===== src/rtl/rfe_pkg.sv =====
package rfe_pkg;

  typedef enum logic [2:0] {
    ST_IDLE,
    ST_PICK,
    ST_READ,
    ST_CAPT,
    ST_SEND,
    ST_FIN
  } rfeState_t;

  // strobes from control to datapath
  typedef struct packed {
    logic loadReq;
    logic startRec;
    logic captWord;
    logic nextWord;
    logic closeRec;
  } rfeStrobe_t;

endpackage


===== src/rtl/rfe_picker.sv =====
module rfe_picker #(
  parameter int ADDR_W  = 6,
  parameter int SIZE_W  = 4,
  parameter int MAX_REC = 16,
  parameter int REC_W   = 4,
  parameter int CNT_W   = 5
) (
  input  logic [ADDR_W-1:0]       base,
  input  logic [SIZE_W-1:0]       recSize,
  input  logic [CNT_W-1:0]        recCount,
  input  logic [MAX_REC-1:0]      doneMap,
  input  logic [(1<<ADDR_W)-1:0]  availMap,
  output logic                    pickAny,
  output logic [REC_W-1:0]        pickRec,
  output logic [ADDR_W-1:0]       pickAddr
);

  logic [ADDR_W-1:0]  firstAddr [MAX_REC];
  logic [MAX_REC-1:0] pending;
  logic [MAX_REC-1:0] hitNow;
  logic [REC_W-1:0]   hitIdx;
  logic [REC_W-1:0]   pendIdx;

  generate
    for (genvar i = 0; i < MAX_REC; i++) begin : g_rec
      assign firstAddr[i] = base + ADDR_W'(ADDR_W'(i) * ADDR_W'(recSize));
      assign pending[i]   = !doneMap[i] && (recSize != '0) && (CNT_W'(i) < recCount);
      assign hitNow[i]    = pending[i] && availMap[firstAddr[i]];
    end
  endgenerate

  // lowest set index of each vector
  always_comb begin
    hitIdx  = '0;
    pendIdx = '0;
    for (int k = MAX_REC - 1; k >= 0; k--) begin
      if (hitNow[k])  hitIdx  = REC_W'(k);
      if (pending[k]) pendIdx = REC_W'(k);
    end
  end

  assign pickAny  = |pending;
  assign pickRec  = (|hitNow) ? hitIdx : pendIdx;
  assign pickAddr = firstAddr[pickRec];

endmodule


===== src/rtl/rfe_datapath.sv =====
module rfe_datapath
  import rfe_pkg::*;
#(
  parameter int DATA_W  = 16,
  parameter int ADDR_W  = 6,
  parameter int SIZE_W  = 4,
  parameter int MAX_REC = 16,
  parameter int REC_W   = 4,
  parameter int CNT_W   = 5
) (
  input  logic                   clk,
  input  logic                   rstN,
  input  rfeStrobe_t             stb,
  input  logic [ADDR_W-1:0]      reqBase,
  input  logic [SIZE_W-1:0]      reqSize,
  input  logic [CNT_W-1:0]       reqCount,
  input  logic [(1<<ADDR_W)-1:0] availMap,
  input  logic [DATA_W-1:0]      memRdData,
  output logic                   pickAny,
  output logic                   wordAvail,
  output logic                   lastWord,
  output logic [ADDR_W-1:0]      memAddr,
  output logic [DATA_W-1:0]      outData,
  output logic [REC_W-1:0]       outRec,
  output logic [SIZE_W-1:0]      outWord
);

  logic [ADDR_W-1:0]  baseR;
  logic [SIZE_W-1:0]  sizeR;
  logic [CNT_W-1:0]   countR;
  logic [MAX_REC-1:0] doneMap;
  logic [REC_W-1:0]   curRec;
  logic [SIZE_W-1:0]  wordIdx;
  logic [ADDR_W-1:0]  curAddr;
  logic [DATA_W-1:0]  dataR;
  logic [REC_W-1:0]   pickRec;
  logic [ADDR_W-1:0]  pickAddr;

  rfe_picker #(
    .ADDR_W(ADDR_W), .SIZE_W(SIZE_W), .MAX_REC(MAX_REC),
    .REC_W(REC_W), .CNT_W(CNT_W)
  ) u_picker (
    .base(baseR), .recSize(sizeR), .recCount(countR), .doneMap(doneMap),
    .availMap(availMap), .pickAny(pickAny), .pickRec(pickRec), .pickAddr(pickAddr)
  );

  always_ff @(posedge clk) begin
    if (!rstN) begin
      baseR   <= '0;
      sizeR   <= '0;
      countR  <= '0;
      doneMap <= '0;
      curRec  <= '0;
      wordIdx <= '0;
      curAddr <= '0;
      dataR   <= '0;
    end else begin
      if (stb.loadReq) begin
        baseR   <= reqBase;
        sizeR   <= reqSize;
        countR  <= reqCount;
        doneMap <= '0;
      end
      if (stb.startRec) begin
        curRec  <= pickRec;
        wordIdx <= '0;
        curAddr <= pickAddr;
      end
      if (stb.captWord) dataR <= memRdData;
      if (stb.nextWord) begin
        wordIdx <= wordIdx + SIZE_W'(1);
        curAddr <= curAddr + ADDR_W'(1);
      end
      if (stb.closeRec) doneMap[curRec] <= 1'b1;
    end
  end

  assign wordAvail = availMap[curAddr];
  assign lastWord  = (wordIdx == sizeR - SIZE_W'(1));
  assign memAddr   = curAddr;
  assign outData   = dataR;
  assign outRec    = curRec;
  assign outWord   = wordIdx;

endmodule


===== src/rtl/rfe_control.sv =====
module rfe_control
  import rfe_pkg::*;
(
  input  logic       clk,
  input  logic       rstN,
  input  logic       reqValid,
  input  logic       outReady,
  input  logic       pickAny,
  input  logic       wordAvail,
  input  logic       lastWord,
  output rfeStrobe_t stb,
  output logic       reqReady,
  output logic       memRdEn,
  output logic       outValid,
  output logic       done
);

  rfeState_t state, stateNext;

  always_comb begin
    stateNext = state;
    case (state)
      ST_IDLE: if (reqValid) stateNext = ST_PICK;
      ST_PICK: stateNext = pickAny ? ST_READ : ST_FIN;
      ST_READ: if (wordAvail) stateNext = ST_CAPT;
      ST_CAPT: stateNext = ST_SEND;
      ST_SEND: if (outReady) stateNext = lastWord ? ST_PICK : ST_READ;
      ST_FIN:  stateNext = ST_IDLE;
      default: stateNext = ST_IDLE;
    endcase
  end

  always_ff @(posedge clk) begin
    if (!rstN) state <= ST_IDLE;
    else       state <= stateNext;
  end

  always_comb begin
    stb          = '0;
    stb.loadReq  = (state == ST_IDLE) && reqValid;
    stb.startRec = (state == ST_PICK) && pickAny;
    stb.captWord = (state == ST_CAPT);
    stb.nextWord = (state == ST_SEND) && outReady && !lastWord;
    stb.closeRec = (state == ST_SEND) && outReady && lastWord;
  end

  assign reqReady = (state == ST_IDLE);
  assign memRdEn  = (state == ST_READ) && wordAvail;
  assign outValid = (state == ST_SEND);
  assign done     = (state == ST_FIN);

endmodule


===== src/rtl/rec_fetch_engine.sv =====
module rec_fetch_engine
  import rfe_pkg::*;
#(
  parameter int DATA_W  = 16,
  parameter int ADDR_W  = 6,
  parameter int SIZE_W  = 4,
  parameter int MAX_REC = 16,
  localparam int REC_W  = $clog2(MAX_REC),
  localparam int CNT_W  = $clog2(MAX_REC + 1),
  localparam int MEM_WORDS = 1 << ADDR_W
) (
  input  logic                 clk,
  input  logic                 rstN,
  input  logic                 reqValid,
  output logic                 reqReady,
  input  logic [ADDR_W-1:0]    reqBase,
  input  logic [SIZE_W-1:0]    reqSize,
  input  logic [CNT_W-1:0]     reqCount,
  input  logic [MEM_WORDS-1:0] availMap,
  output logic [ADDR_W-1:0]    memAddr,
  output logic                 memRdEn,
  input  logic [DATA_W-1:0]    memRdData,
  output logic                 outValid,
  input  logic                 outReady,
  output logic [DATA_W-1:0]    outData,
  output logic [REC_W-1:0]     outRec,
  output logic [SIZE_W-1:0]    outWord,
  output logic                 outLast,
  output logic                 done
);

  rfeStrobe_t stb;
  logic pickAny;
  logic wordAvail;
  logic lastWord;

  rfe_control u_ctrl (
    .clk(clk), .rstN(rstN), .reqValid(reqValid), .outReady(outReady),
    .pickAny(pickAny), .wordAvail(wordAvail), .lastWord(lastWord),
    .stb(stb), .reqReady(reqReady), .memRdEn(memRdEn),
    .outValid(outValid), .done(done)
  );

  rfe_datapath #(
    .DATA_W(DATA_W), .ADDR_W(ADDR_W), .SIZE_W(SIZE_W),
    .MAX_REC(MAX_REC), .REC_W(REC_W), .CNT_W(CNT_W)
  ) u_dp (
    .clk(clk), .rstN(rstN), .stb(stb),
    .reqBase(reqBase), .reqSize(reqSize), .reqCount(reqCount),
    .availMap(availMap), .memRdData(memRdData),
    .pickAny(pickAny), .wordAvail(wordAvail), .lastWord(lastWord),
    .memAddr(memAddr), .outData(outData), .outRec(outRec), .outWord(outWord)
  );

  assign outLast = lastWord;

endmodule


===== config.mk =====
export PLATFORM = sky130hd
export DESIGN_NAME = rec_fetch_engine
export DESIGN_NICKNAME = d
export VERILOG_FILES = /design/src/rtl/rfe_pkg.sv /design/src/rtl/rfe_picker.sv /design/src/rtl/rfe_datapath.sv /design/src/rtl/rfe_control.sv /design/src/rtl/rec_fetch_engine.sv
export SDC_FILE = /design/constraint.sdc
export NUM_CORES = 1
export LEC_CHECK = 0
export BUFFER_PORTS_ARGS = -buffer_cell sky130_fd_sc_hd__buf_2
export CORE_MARGIN = 1
export CORE_UTILIZATION = 55
export CTS_CLUSTER_SIZE = 10
export DETAILED_ROUTE_END_ITERATION = 16
export GPL_TIMING_DRIVEN = 0
export HOLD_SLACK_MARGIN = 0.08
export PLACE_DENSITY = 0.82
export SYNTH_ARGS = -nofsm -noshare
export SYNTH_HDL_FRONTEND = slang
export SYNTH_SLANG_ARGS = --single-unit

===== constraint.sdc =====
create_clock -name clk -period 6.57 [get_ports clk]
set_input_delay 1.314 -clock clk [delete_from_list [all_inputs] [get_ports clk]]
set_output_delay 1.314 -clock clk [all_outputs]
set_load 0.01 [all_outputs]

==> metrics, run 1 <==
Hold EP u_dp.outData[15]$_SDFFE_PN0N_; grt ovf 0; Slew Viols, Final 0; count of final setup violators 0; CTS clk-pin slew, worst paths 0.06 ns; Die Span Y 152 um; Util after Layout 64.1%; initial antenna violation count 1; worst skew pair latency 0.33 ns; Worst slew margin 16.4%; Power Dens Cells 558 nW/um2; dpl cell area 13400 um2; Mapped Nets 1461; GR Util met1 59.1%; row cnt 54; WP data required 6.77 ns; antenna-violating nets left 0; GR Util met3 11.5%; Startpoint Class register; WL per Instance 29.9 um; Total Routed Length 51000 um; Die Wd 152 um; area growth from synthesis to layout 13.7%; Hold Path Depth 2; layout cells sized above 1 28.6%; number of flops mapped to enable cells by yosys 0; DRC errors left 0; final instance area 14000 um2; yosys warns 0; ant diodes 0; Static Leak 5.81 nW; worst setup margin 0.0946 ns; crit end category register; Pre-antenna DRT Iters 5; Post-Layout Cell Count 1703; post-DP HPWL 40500 um; clock tree from TritonCTS done; fmax 154 MHz; max-cap viol count 0; met2 Usage GRT 66.3%; die area 23100 um2; Worst IR Drop VDD 0.000294 V; syn_area_per_cell 9.82 um2; busiest grt layer met2; R2R Path End u_dp.memAddr[5]$_SDFFE_PN0P_; H-tree lvl count 3; slew at the pin closest to its max-slew limit 1.25 ns; Hold Crit Class reg2reg; leading area contributor after synthesis mux4_2; Fillers 1826; post-synthesis cell area 12400 um2; Worst Min Path Start u_dp.outData[15]$_SDFFE_PN0N_; Core Area 21900 um2; Crit Path Max Fanout 14; async set-reset flop share out of synthesis 0%; Setup Slack @ Placement -1.41 ns; clock root cell clkbuf_16; Num Clock Sinks 64; largest net degree at the start of global routing 20; synth top area cells mux4_2, dfxtp_1, ha_1, fa_1, mux2i_1; Fin Hold WS 0.459 ns; post-synth top area share 25.3%; setup TNS 0 ns; R2R setup slack 0.09 ns; Starting Density 56.4%; Port-buffer cells 133; CP arrival 6.68 ns; cts bufs inserted 9; most frequent cells in the layout buf_2, mux4_2, nand2_1; post-layout min period 6.48 ns; IO Pins 134; final hold violation count 0; gpl congestion 1.05; flops & latches, synth 64; kind of critical path reg2reg; Inst Count DP 1673; Final period util 98.6%; Power Total 7.84 mW; total track usage 43.7%; DR vias 12500; first-pass GRT wire length 75600 um; DRT iter0 DRCs 1598; layout net count 1621; most common cell after layout, fill and taps aside buf_2; Unique masters post-synth 84; skew final 0.00717 ns; Mapped Cells 1258; Reg2Reg Launch Point u_dp.sizeR[3]$_SDFFE_PN0P_; CTS Buffer Depth 2; RSZ-0062 raised after global routing false; vias in the first global route 11800; Seq/Total Area, Yosys 10.4%; Vias per Instance 7.37; status finished clean; top_reg_cell synth dfxtp_1; Worst R2R Path Depth 19
## worst max-delay path, cell delays in order (launching register included)
cell	delay [ns]
dfxtp_2	0.49
fa_2	0.64
inv_1	0.06
fa_1	0.55
inv_1	0.06
fa_1	0.47
ha_1	0.45
nand3_1	0.18
and3_2	0.31
o211a_1	0.23
or4_1	0.56
o22ai_1	0.27
a2111oi_2	0.08
and3_1	0.26
a211o_1	0.43
buf_2	0.32
nor2_1	0.13
o21ai_0	0.12
a32o_1	0.32
o31ai_1	0.38
## what timing repair did
action | 4_1_cts | 5_1_grt
hold endpoints to repair | 0 | 0
hold buffers | 0 | 0
gates resized for setup | 24 | 21
setup endpoints to repair | 10 | 6
pin swaps | 1 | 4
setup buffers | 2 | 17
gates cloned | 0 | 0
## cells by family (layout without fill, tap and decap cells)
group	Yosys count	in the layout	share of synthesized area [%]
adders and majority gates	104	104	12.8
and+or+nand+nor	360	360	15.4
muxes	245	245	35.8
AOI/OAI and AO/OA	276	276	16.0
buffers and inverters	143	308	4.96
xor gates and xnor gates	66	66	4.68
DFF	64	64	10.4
## synthesized netlist by cell type, types with 20 or more instances
cell      instances
fa_1             37
clkbuf_1         48
ha_1             67
o21ai_0          37
nor2b_1          36
dfxtp_1          64
mux4_2          139
a21o_1           20
nand2_1         115
mux2i_1          70
xnor2_1          40
inv_1            62
xor2_1           26
nand3_1          30
mux2_2           24
a21oi_1          43
a21boi_0         39
nor2_1           47
## worst max-delay path by stage
stage / slack [ns] / startpoint / depth (start not counted) / endpoint
floorplan: 0.49 / u_dp.sizeR[1]$_SDFFE_PN0P_ / 19 / u_dp.memAddr[1]$_SDFFE_PN0P_
global placement: -1.42 / u_dp.baseR[2]$_SDFFE_PN0P_ / 16 / u_dp.memAddr[2]$_SDFFE_PN0P_
detailed placement: -1.41 / u_dp.baseR[2]$_SDFFE_PN0P_ / 19 / u_dp.memAddr[2]$_SDFFE_PN0P_
CTS: 0.001 / u_dp.baseR[4]$_SDFFE_PN0P_ / 16 / u_dp.memAddr[5]$_SDFFE_PN0P_
global route: 0.01 / u_dp.sizeR[3]$_SDFFE_PN0P_ / 20 / u_dp.memAddr[5]$_SDFFE_PN0P_
finish: 0.09 / u_dp.sizeR[3]$_SDFFE_PN0P_ / 19 / u_dp.memAddr[5]$_SDFFE_PN0P_
## flip-flops by register name, indices dropped and copies added, names as in the netlist
register	flops
u_dp.outRec	4
u_dp.outWord	4
u_dp.memAddr	6
u_ctrl.state	3
u_dp.baseR	6
u_dp.sizeR	4
u_dp.doneMap	16
u_dp.outData	16
u_dp.countR	5
## metal layers
| metal | vias to the layer above | share of wire [%] |
|---|---|---|
| met5 | - | 0 |
| met4 | 0 | 5.0 |
| met3 | 174 | 13 |
| met2 | 1022 | 44 |
| met1 | 6112 | 38 |
| li1 | 5241 | - |
## report_power, final
group	internal, mW	leakage [nW]	switching [mW]	total [mW]
clock network	0.353	0.159	0.176	0.530
registers	0.452	0.523	0.141	0.593
logic	2.73	5.13	3.99	6.72
## final cells by class
cell class	instances	area, um2	area share [%]
clock inverter	4	76.3	0.544
clock buffer	12	256	1.83
timing repair buffer	154	825	5.87
sequential	64	1300	9.24
multi-input combinational	1051	10600	75.7
inverter	64	240	1.71
tap	280	350	2.49
buffer	74	364	2.59
Note: power is estimated with default switching activity, not from simulation.
==> run 2: changes to the inputs <==
Settings changed: BUFFER_PORTS_ARGS -buffer_cell sky130_fd_sc_hd__buf_2 to unset, DONT_BUFFER_PORTS set to 1, GPL_ROUTABILITY_DRIVEN set to 0, PLACE_DENSITY 0.82 to 0.77.
==> run 2 against run 1 <==
Fmax fell by 0.35%; highest routed layer unchanged; first-iteration DRC count rose by 19%; critical path type unchanged; setup slack got worse by 0.023 ns; global-route usage fell by 4.7 points; final cell count fell by 8.3%; clock-buffer cell count fell by 1.
==> metrics, run 2 (synthesized netlist as in run 1, its figures left out) <==
status finished clean (unchanged); initial antenna violation count 0 (was 1); Final period util 98.9% (was 98.6%); Vias per Instance 7.70 (was 7.37); cts bufs inserted 9 (unchanged); Crit Path Max Fanout 10 (was 14); DRC errors left 0 (unchanged); R2R Path End u_dp.memAddr[2]$_SDFFE_PN0P_ (was u_dp.memAddr[5]$_SDFFE_PN0P_); grt ovf 0 (unchanged); Reg2Reg Launch Point u_dp.baseR[2]$_SDFFE_PN0P_ (was u_dp.sizeR[3]$_SDFFE_PN0P_); total track usage 39.0% (was 43.7%); final hold violation count 0 (unchanged); Total Routed Length 45400 um (was 51000 um); clock share of power 6.9% (was 6.8%); final instance area 13200 um2 (was 14000 um2); DR vias 12000 (was 12500); internal cell power 3.41 mW (was 3.53 mW); layout cells sized above 1 20.0% (was 28.6%); R2R setup slack 0.07 ns (was 0.09 ns); WL per Instance 29.1 um (was 29.9 um); Worst Min Path Start u_dp.outData[15]$_SDFFE_PN0N_ (unchanged); count of final setup violators 0 (unchanged); Hold Path Depth 2 (unchanged); Reg power frac 8.3% (was 7.6%); row cnt 54 (unchanged); worst setup margin 0.0716 ns (was 0.0946 ns); first-pass GRT wire length 69200 um (was 75600 um); Worst IR Drop VDD 0.000312 V (was 0.000294 V); CP arrival 6.77 ns (was 6.68 ns); post-layout min period 6.50 ns (was 6.48 ns); Worst Setup SP u_dp.baseR[2]$_SDFFE_PN0P_ (was u_dp.sizeR[3]$_SDFFE_PN0P_); crit end category register (unchanged); Fillers 1860 (was 1826); layout net count 1480 (was 1621); Pre-antenna DRT Iters 7 (was 5); worst skew pair latency 0.33 ns (about the same); clock tree from TritonCTS done (unchanged); Worst slew margin 13.7% (was 16.4%); switching share of power 54.1% (was 54.9%); vias in the first global route 11700 (was 11800); Hold Crit Class reg2reg (unchanged); CTS Buffer Depth 2 (unchanged); clock root cell clkbuf_16 (unchanged); Slew Viols, Final 0 (unchanged); largest net degree at the start of global routing 20 (unchanged); H-tree lvl count 3 (unchanged); Port-buffer cells 0 (was 133); Power Dens Cells 562 nW/um2 (was 558 nW/um2); area growth from synthesis to layout 7.02% (was 13.7%); Startpoint Class register (unchanged); IO Pins 134 (unchanged); Combinational Power Share 84.9% (was 85.7%); CTS clk-pin slew, worst paths 0.05 ns (was 0.06 ns); Num Clock Sinks 64 (unchanged); post-DP HPWL 35100 um (was 40500 um); DRT iter0 DRCs 1899 (was 1598); Hold EP u_dp.outData[15]$_SDFFE_PN0N_ (unchanged); ant diodes 0 (unchanged); Die Span Y 152 um (unchanged); Die Wd 152 um (unchanged); Power Total 7.43 mW (was 7.84 mW); dpl cell area 12700 um2 (was 13400 um2); Starting Density 56.4% (unchanged); Setup Slack @ Placement -1.01 ns (was -1.41 ns); slew at the pin closest to its max-slew limit 1.28 ns (was 1.25 ns); skew final 0.00623 ns (was 0.00717 ns); Worst R2R Path Depth 18 (was 19); Core Area 21900 um2 (unchanged); fmax 154 MHz (about the same); kind of critical path reg2reg (unchanged); max-cap viol count 0 (unchanged); Static Leak 5.17 nW (was 5.81 nW); most frequent cells in the layout mux4_2, nand2_1, mux2i_1 (was buf_2, mux4_2, nand2_1); most common cell after layout, fill and taps aside mux4_2 (was buf_2); WP data required 6.84 ns (was 6.77 ns); antenna-violating nets left 0 (unchanged); die area 23100 um2 (unchanged); Switching Power 4.02 mW (was 4.30 mW)
[run 2: worst max path at each step]
stage | to | slack [ns] | cells after the start
2_1_floorplan | u_dp.memAddr[1]$_SDFFE_PN0P_ | 0.49 | 19
3_3_place_gp | u_dp.memAddr[2]$_SDFFE_PN0P_ | -0.87 | 19
3_5_place_dp | u_dp.memAddr[2]$_SDFFE_PN0P_ | -1.01 | 19
4_1_cts | u_dp.memAddr[2]$_SDFFE_PN0P_ | 0.02 | 19
5_1_grt | u_dp.memAddr[5]$_SDFFE_PN0P_ | -0.01 | 21
6_report | u_dp.memAddr[2]$_SDFFE_PN0P_ | 0.07 | 18
[run 2: through the flow]
| stage | utilization [%] | cells | setup TNS (ns) | hold slack, ns |
|---|---|---|---|---|
| floorplan | - | 1258 | 0 | 0.477 |
| global placement | 58.0 | 1538 | -5.29 | 0.499 |
| detailed placement | 58.0 | 1538 | -6.53 | 0.511 |
| CTS | 59.8 | 1554 | 0 | 0.518 |
| global route | 60.4 | 1562 | -0.00997 | 0.537 |
| finish | 60.4 | 1562 | 0 | 0.515 |
[run 2: power groups by stage]
| stage | logic, mW | clock network (mW) | registers, mW |
|---|---|---|---|
| after floorplan | 4.31 | 0 | 0.556 |
| after global placement | 5.65 | 0 | 0.618 |
| after detailed placement | 5.76 | 0 | 0.621 |
| after CTS | 5.83 | 0.513 | 0.616 |
| after global routing | 6.55 | 0.535 | 0.618 |
| final | 6.31 | 0.511 | 0.614 |
[run 2: critical path: stages (launching register included)]
cell	delay [ns]
dfxtp_4	0.53
clkbuf_2	0.35
buf_2	0.38
inv_1	0.27
fa_2	0.81
clkbuf_2	0.42
mux4_2	0.41
nor2b_1	0.15
a2111oi_0	0.51
nor4_1	0.22
nor3b_2	0.36
and3_1	0.21
a211o_1	0.11
clkbuf_1	0.47
buf_2	0.42
mux2i_2	0.37
mux2i_1	0.13
a2bb2oi_1	0.15
a32o_1	0.17
[run 2: per-layer routing]
layer	track usage [%]	up-vias	wire (um)
li1	-	4962	-
met1	48.9	5660	15800
met4	23.4	0	3720
met2	57.1	1125	19100
met3	15.1	281	6760
met5	0	-	0
[run 2: layout make-up]
| cell class | count | area, um2 | share of cell area, % |
|---|---|---|---|
| buffer | 75 | 367 | 2.77 |
| clock buffer | 11 | 243 | 1.84 |
| clock inverter | 5 | 80.1 | 0.606 |
| inverter | 64 | 240 | 1.82 |
| multi-input combinational | 1051 | 10600 | 79.8 |
| sequential | 64 | 1300 | 9.81 |
| tap | 280 | 350 | 2.65 |
| timing repair buffer | 12 | 87.6 | 0.663 |
[run 2: what timing repair did]
item                       CTS  global route
setup endpoints to repair   10             6
hold buffers                 0             0
pin swaps                    0             2
buffers inserted             0            11
gates resized for setup     20            13
==> run 3: changes to the inputs <==
Settings changed: PLACE_DENSITY 0.77 to unset, PLACE_DENSITY_LB_ADDON set to 0.2.
Clock period 6.57 ns to 6.55 ns, I/O delays scaled along.
==> run 3 against run 2 <==
Clock-buffer cell count fell by 1; flip-flop and latch count did not move; register-to-register slack got worse by 0.06 ns; final area rose by 0.30%; clock power rose by 3%.
==> metrics, run 3 (synthesized netlist as in run 1, its figures left out) <==
Startpoint Class register (unchanged); grt ovf 0 (unchanged); slew at the pin closest to its max-slew limit 1.33 ns (was 1.28 ns); Power Dens Cells 564 nW/um2 (was 562 nW/um2); layout net count 1481 (was 1480); top sig layer met4 (unchanged); Vias per Instance 7.67 (was 7.70); antenna-violating nets left 0 (unchanged); Post-Route M1 WL 16800 um (was 15800 um); clock root cell clkbuf_16 (unchanged); Power Total 7.48 mW (was 7.43 mW); Reg2Reg Launch Point u_dp.sizeR[0]$_SDFFE_PN0P_ (was u_dp.baseR[2]$_SDFFE_PN0P_); Worst slew margin 10.3% (was 13.7%); WP data required 6.83 ns (was 6.84 ns); Slew Viols, Final 0 (unchanged); initial antenna violation count 0 (unchanged); Fin Hold WS 0.511 ns (was 0.515 ns); Final period util 99.8% (was 98.9%); Setup Slack @ Placement -0.966 ns (was -1.01 ns); Hold Crit Class reg2reg (unchanged); Post-Layout Cell Count 1563 (was 1562); final instance area 13300 um2 (was 13200 um2); Core Area 21900 um2 (unchanged); CTS clk-pin slew, worst paths 0.06 ns (was 0.05 ns); Port-buffer cells 0 (unchanged); layout cells sized above 1 20.3% (was 20.0%); status finished clean (unchanged); worst setup margin 0.0146 ns (was 0.0716 ns); total track usage 39.6% (was 39.0%); H-tree lvl count 3 (unchanged); DRT iter0 DRCs 1615 (was 1899); Pre-antenna DRT Iters 6 (was 7); most frequent cells in the layout mux4_2, nand2_1, mux2i_1 (unchanged); Hold Path Depth 2 (unchanged); cts bufs inserted 9 (unchanged); Worst IR Drop VDD 0.000347 V (was 0.000312 V); Crit Path Max Fanout 15 (was 10); Util after Layout 60.6% (was 60.4%); Num Clock Sinks 64 (unchanged); die area 23100 um2 (unchanged); setup TNS 0 ns (unchanged); crit end category register (unchanged); DR vias 12000 (about the same); routed wl met3 6480 um (was 6760 um); DRC errors left 0 (unchanged); skew final 0.00632 ns (was 0.00623 ns); kind of critical path reg2reg (unchanged); Hold EP u_dp.outData[14]$_SDFFE_PN0N_ (was u_dp.outData[15]$_SDFFE_PN0N_); clock tree from TritonCTS done (unchanged); first-pass GRT wire length 69600 um (was 69200 um); R2R setup slack 0.01 ns (was 0.07 ns); worst skew pair latency 0.34 ns (was 0.33 ns); R2R Path End u_dp.memAddr[2]$_SDFFE_PN0P_ (unchanged); final hold violation count 0 (unchanged); post-DP HPWL 35800 um (was 35100 um); CP arrival 6.82 ns (was 6.77 ns); count of final setup violators 0 (unchanged); # hold bufs at CTS 0 (unchanged); area growth from synthesis to layout 7.34% (was 7.02%); IO Pins 134 (unchanged); Die Span Y 152 um (unchanged); Worst Min Path Start u_dp.outData[14]$_SDFFE_PN0N_ (was u_dp.outData[15]$_SDFFE_PN0N_); vias in the first global route 11500 (was 11700); CTS Buffer Depth 2 (unchanged); DR WL met2 19500 um (was 19100 um); largest net degree at the start of global routing 20 (unchanged); Worst R2R Path Depth 17 (was 18); post-layout min period 6.54 ns (was 6.50 ns); fmax 153 MHz (was 154 MHz); dpl cell area 12700 um2 (unchanged); Starting Density 56.4% (unchanged); Static Leak 5.17 nW (about the same); row cnt 54 (unchanged); WL per Instance 29.5 um (was 29.1 um); Total Routed Length 46000 um (was 45400 um); Inst Count DP 1538 (unchanged); most common cell after layout, fill and taps aside mux4_2 (unchanged); Die Wd 152 um (unchanged); max-cap viol count 0 (unchanged)
[run 3: layout make-up]
class                           instances  area [um2]
Buffer                                 76         368
Tap cell                              280         350
Inverter                               64         240
Sequential cell                        64        1300
Multi-Input combinational cell       1051       10600
Fill cell                            1909        8630
Timing Repair Buffer                   12        90.1
Clock inverter                          5        81.3
Clock buffer                           10         239
Antenna cell                            1        2.50
[run 3: how the worst max path moves through the flow]
| stage | slack [ns] | cells past startpoint | startpoint | endpoint |
|---|---|---|---|---|
| detailed placement | -0.97 | 19 | u_dp.sizeR[1]$_SDFFE_PN0P_ | u_dp.memAddr[2]$_SDFFE_PN0P_ |
| global route | -0.02 | 21 | u_dp.sizeR[3]$_SDFFE_PN0P_ | u_dp.memAddr[5]$_SDFFE_PN0P_ |
| CTS | 0.02 | 17 | u_dp.sizeR[0]$_SDFFE_PN0P_ | u_dp.memAddr[2]$_SDFFE_PN0P_ |
| global placement | -1.0 | 19 | u_dp.baseR[2]$_SDFFE_PN0P_ | u_dp.memAddr[2]$_SDFFE_PN0P_ |
| floorplan | 0.47 | 19 | u_dp.sizeR[1]$_SDFFE_PN0P_ | u_dp.memAddr[1]$_SDFFE_PN0P_ |
| finish | 0.01 | 17 | u_dp.sizeR[0]$_SDFFE_PN0P_ | u_dp.memAddr[2]$_SDFFE_PN0P_ |
[run 3: repair_timing]
action	CTS	global route
resized for setup	16	22
setup endpoints to repair	10	6
pin swaps	0	3
setup buffers	0	12
[run 3: where the power goes]
group,total (mW),switching [mW],leakage (nW),internal [mW]
combinational,6.34,3.70,4.49,2.64
sequential,0.616,0.162,0.523,0.454
clock,0.526,0.185,0.155,0.341
[run 3: worst max-delay path, stage by stage, from the launching register on]
cell and delay (ns):
dfxtp_4 0.45, ha_1 0.37, fa_1 0.53, clkbuf_1 0.46, buf_1 0.69, mux4_2 0.54
mux4_2 0.50, mux2i_1 0.14, mux2i_1 0.24, a2111oi_2 0.48, and3_1 0.21, a211o_1 0.11
clkbuf_1 0.43, buf_2 0.38, mux2i_1 0.43, mux2i_1 0.14, a2bb2oi_1 0.16, a32o_1 0.18
[run 3: per-layer routing]
metal  global-route usage (%)  vias up
met5                        0        -
met4                     21.4        0
met3                     11.2      226
met2                     58.3     1066
met1                     52.7     5712
li1                         -     4977
